File: config.mk
export PLATFORM = sky130hd
export DESIGN_NAME = refresh_tick
export DESIGN_NICKNAME = d
export VERILOG_FILES = /design/src/rtl/refresh_tick_pkg.sv /design/src/rtl/refresh_tick_dp.sv /design/src/rtl/refresh_tick_ctl.sv /design/src/rtl/refresh_tick.sv
export SDC_FILE = /design/constraint.sdc
export NUM_CORES = 1
export LEC_CHECK = 0
export BUFFER_PORTS_ARGS = -buffer_cell sky130_fd_sc_hd__buf_2
export CAP_MARGIN = 20
export CORE_MARGIN = 1
export CORE_UTILIZATION = 63
export DETAILED_ROUTE_END_ITERATION = 6
export GPL_ROUTABILITY_DRIVEN = 0
export PLACE_DENSITY = 0.84
export REMOVE_ABC_BUFFERS = 1
export SKIP_LAST_GASP = 1
export SLEW_MARGIN = 5
export SYNTH_ARGS = -nofsm -noshare
export SYNTH_HDL_FRONTEND = slang
export SYNTH_SLANG_ARGS = --single-unit
File: constraint.sdc
create_clock -name clk -period 3.75 [get_ports clk]
set_input_delay 0.75 -clock clk [delete_from_list [all_inputs] [get_ports clk]]
set_output_delay 0.75 -clock clk [all_outputs]
set_load 0.005 [all_outputs]
File: src/rtl/refresh_tick_pkg.sv
package refresh_tick_pkg;

  localparam int unsigned PERIOD_NS_A = 7800;
  localparam int unsigned PERIOD_NS_B = 15600;
  localparam int unsigned PERIOD_NS_C = 125000;
  localparam int unsigned BUS_KHZ_LO  = 66667;
  localparam int unsigned BUS_KHZ_MID = 100000;
  localparam int unsigned BUS_KHZ_HI  = 133333;

  typedef struct packed {
    logic       load;
    logic [1:0] loadRate;
    logic       run;
  } tickCtrl_t;

  function automatic int unsigned periodCycles(input logic [1:0] rate, input logic [1:0] freq);
    longint unsigned ns;
    longint unsigned khz;
    case (rate)
      2'b01:   ns = PERIOD_NS_A;
      2'b10:   ns = PERIOD_NS_B;
      2'b11:   ns = PERIOD_NS_C;
      default: ns = 0;
    endcase
    case (freq)
      2'b00:   khz = BUS_KHZ_LO;
      2'b01:   khz = BUS_KHZ_MID;
      default: khz = BUS_KHZ_HI;
    endcase
    return int'((ns * khz + 64'd500000) / 64'd1000000);
  endfunction

endpackage

File: src/rtl/refresh_tick_dp.sv
module refresh_tick_dp
  import refresh_tick_pkg::*;
#(
  parameter int CNT_W = 15
) (
  input  logic      clk,
  input  logic      rst_n,
  input  tickCtrl_t ctrl,
  input  logic [1:0] freqSel,
  input  logic [1:0] curRate,
  output logic      expire
);
  localparam int RATES = 4;
  localparam int FREQS = 4;

  logic [CNT_W-1:0] reloadTbl [RATES][FREQS];
  logic [CNT_W-1:0] cnt;
  logic [CNT_W-1:0] loadVal;
  logic [CNT_W-1:0] runVal;

  for (genvar r = 0; r < RATES; r++) begin : g_rate
    for (genvar f = 0; f < FREQS; f++) begin : g_freq
      localparam int unsigned CYC = periodCycles(r[1:0], f[1:0]);
      assign reloadTbl[r][f] = (CYC == 0) ? '0 : CNT_W'(CYC - 1);
    end
  end

  assign loadVal = reloadTbl[ctrl.loadRate][freqSel];
  assign runVal  = reloadTbl[curRate][freqSel];
  assign expire  = ctrl.run && !ctrl.load && (cnt == '0);

  always_ff @(posedge clk or negedge rst_n) begin
    if (!rst_n) begin
      cnt <= '0;
    end else if (ctrl.load) begin
      cnt <= loadVal;
    end else if (ctrl.run) begin
      cnt <= (cnt == '0) ? runVal : cnt - 1'b1;
    end
  end

endmodule

File: src/rtl/refresh_tick_ctl.sv
module refresh_tick_ctl
  import refresh_tick_pkg::*;
(
  input  logic       clk,
  input  logic       rst_n,
  input  logic       cfgWe,
  input  logic [1:0] newRate,
  input  logic       refAck,
  input  logic       expire,
  output tickCtrl_t  ctrl,
  output logic [1:0] curRate,
  output logic       refReq
);
  logic [1:0] rateQ;
  logic       reqQ;
  logic       ackTaken;

  assign ackTaken      = refAck && reqQ;
  assign ctrl.load     = cfgWe || ackTaken;
  assign ctrl.loadRate = cfgWe ? newRate : rateQ;
  assign ctrl.run      = (rateQ != 2'b00);
  assign curRate       = rateQ;
  assign refReq        = reqQ;

  always_ff @(posedge clk or negedge rst_n) begin
    if (!rst_n) begin
      rateQ <= 2'b00;
      reqQ  <= 1'b0;
    end else begin
      if (cfgWe) rateQ <= newRate;
      if (cfgWe && newRate == 2'b00) reqQ <= 1'b0;
      else if (ackTaken)             reqQ <= 1'b0;
      else if (expire)               reqQ <= 1'b1;
    end
  end

endmodule

File: src/rtl/refresh_tick.sv
module refresh_tick
  import refresh_tick_pkg::*;
#(
  parameter int CNT_W = 15
) (
  input  logic       clk,
  input  logic       rst_n,
  input  logic       cfgWe,
  input  logic [7:0] cfgData,
  input  logic [1:0] freqSel,
  input  logic       refAck,
  output logic       refReq
);
  tickCtrl_t  ctrl;
  logic [1:0] curRate;
  logic       expire;
  logic       unusedCfgHi;

  assign unusedCfgHi = ^cfgData[7:2];

  refresh_tick_ctl u_ctl (
    .clk     (clk),
    .rst_n   (rst_n),
    .cfgWe   (cfgWe),
    .newRate (cfgData[1:0]),
    .refAck  (refAck),
    .expire  (expire),
    .ctrl    (ctrl),
    .curRate (curRate),
    .refReq  (refReq)
  );

  refresh_tick_dp #(.CNT_W(CNT_W)) u_dp (
    .clk     (clk),
    .rst_n   (rst_n),
    .ctrl    (ctrl),
    .freqSel (freqSel),
    .curRate (curRate),
    .expire  (expire)
  );

endmodule

==> metrics <==
Tcrit/Tclk final=0.7115; Die ar.=between 0.002 and 0.003 mm2; Layout area overhead=5.225%; Setup Skew=0.01594 ns; Diodes inserted=0; Required @ worst endpoint=3.95 ns; Worst Setup EP=u_dp.cnt[1]; area share of the largest cell type after synthesis=0.2894; CTS H-tree lvls=1; layout cells sized above 1=0.09744; core area=approximately 0.0023 mm2; clk buf depth=2; vias=approximately 1600; CP max FO=11; footprint of the multi-input gates=just over 0.001 mm2; hold buffers post-CTS=0; Pins Over Slew Limit=0; Congestion Overflow GR=0; worst path bufs/invs=1; compound-cell area share of the yosys netlist=0.2500; Fillers=190; Synth area leader=dfrtp_1; Post-synth EDFFs=0; mux cell area share after synthesis=0.05305; Die Span Y=between 50 and 60 um; Max Fclk=about 370 MHz; asr flop ratio synth=1.000; total CTS buffers=3; largest net degree at the start of global routing=19; r2r setup slk=1.08 ns; TritonCTS clock tree=done; Routed WL=between 4000 and 5000 um; synth unique cells=40; Worst path depth=7; final hold violations=0; net count reported at finish=between 200 and 250; xor and xnor area share after synthesis=0.03939; VDD IR max=around 0.32 mV; CP arrival=around 2.9 ns; sequential fraction of the synthesis area=0.2894; commonest cells in the netlist=18 x a21oi_1, 18 x dfrtp_1, 16 x nand2_1; worst-skew pair later-pin latency=0.32 ns; root buffer cell=clkbuf_4; synthesis-stage register bit count=18; 1st-iter DRT viols=approximately 120; clock sink count=18; post-synthesis simple-gate area fraction=0.2291; clock-pin slew on the worst setup and hold paths=between 0.1 and 0.15 ns; crit end category=flip-flop; Leak=slightly below 0.0007 uW; beginning of the critical path=u_dp.cnt[1]; Max stage delay cell, worst path=nand4_1; endpoints failing setup=0; number of global-route vias before repair=1470; Mapped Cells=~190; post-cts sizing count=0; DP HPWL=about 2900 um; Via density=approximately 7; routed wire length per instance=between 15 and 20 um; Main synth FF type=dfrtp_1; worst stage delay on the critical path=between 0.5 and 0.6 ns; antenna violations before repair=0; worst slew pin tran=between 0.5 and 0.6 ns; relative slew slack=0.6232; Crit path max-delay family=simple AND/OR/NAND/NOR gates; Reg2Reg Depth=7; Hold Path Class=input pin to asynchronous set/reset pin; Ys Warns=0; crit start category=flip-flop; Die X=between 50 and 60 um; synth top area cells=dfrtp_1 29%, ha_1 8.8%, a21oi_1 5.8%, mux2i_1 3.9%, o21ai_0 3.9%; post-route ant nets=0; RSZ-0062 raised after global routing=false; mean area per synthesized cell=8.149 um2; maxcap violations=0; Std-Cell Rows=17; first-pass GRT wire length=approximately 6700 um; area share of fa/ha/maj cells after synthesis=0.08842; Pwr per Cell Area=around 370 mW/mm2; critical path type=flip-flop to flip-flop; boundary pin count=15; GRT Total Usage=0.3420; largest family of logic cells by synthesized area=compound AO/OA/AOI/OAI gates; DRC violations left=0; Final Util=0.7196; Pre-antenna DRT Iters=4; port bufs=8; Total Neg Setup Slack=0 ns; status=completed; Post-CTS Setup Inserts=0; FF/Latch Area=between 400 and 500 um2; reg2reg start=u_dp.cnt[1]; cell chain of the critical path=inv_1 -> ha_1 -> nor4b_1 -> nand4_1 -> a211oi_1 -> a21oi_1 -> o221a_2; Starting Density=0.6839; min Tclk post-route=2.668 ns; RR Endpoint=u_dp.cnt[1]; Cell Area, Synth=roughly 0.0016 mm2
-- cell families after synthesis --
family / after synthesis
compound gates: 61
simple gates: 66
xor+xnor: 7
buf+inv: 20
mux: 8
fa+ha+maj: 11
flops: 18
-- area by class of cell --
type | instances | area share
inverter | 11 | 0.02521
multi-input combinational | 153 | 0.6272
timing repair buffer | 9 | 0.02903
clock buffer | 4 | 0.02215
sequential | 18 | 0.2750
tap | 28 | 0.02139
-- worst min path at each step --
stage            startpoint          endpoint
6_report              rst_n      u_dp.cnt[13]
3_3_place_gp   u_dp.cnt[14]      u_dp.cnt[14]
2_1_floorplan         rst_n  u_ctl.curRate[0]
4_1_cts               rst_n      u_dp.cnt[14]
5_1_grt               rst_n      u_dp.cnt[11]
3_5_place_dp   u_dp.cnt[14]      u_dp.cnt[14]
-- sequential cells by signal, indices dropped and copies added (netlist names) --
name           flops
u_ctl.curRate      2
u_dp.cnt          15
u_ctl.refReq       1
-- stage by stage --
step	instances	power (uW)	hold slack (ns)	area [um2]	setup WS, ns
after floorplan	182	408.5	0.4544	1519	1.479
after global placement	219	462.4	0.5470	1602	1.273
after detailed placement	219	473.7	0.5650	1602	1.222
after CTS	223	599.4	0.3665	1638	1.206
after global routing	223	640.6	0.3855	1638	0.9319
final	223	605.9	0.3481	1638	1.082
-- cells in the final DEF, fill, tap and decap left out, types with 8 or more instances in the layout --
master and count:
a21oi_1 18, dfrtp_1 18, nand2_1 16, o21ai_0 12
inv_1 11, nor2_1 11, nand3_1 11, ha_1 11
nor3_1 10, buf_2 8
-- power breakdown --
group	total, uW	switching (uW)	leakage, uW	internal (uW)
Sequential	263	43.6	0.000230	219
Combinational	214	130	0.000437	84.1
Clock	129	69.3	0.0000210	59.4
-- metal layers --
layer  share of wire  global-route usage
met1            0.42              0.4341
met2            0.48              0.5996
met3           0.087             0.03216
met4           0.014              0.1216
met5               0                   0
(Power assumes the default switching activity.)
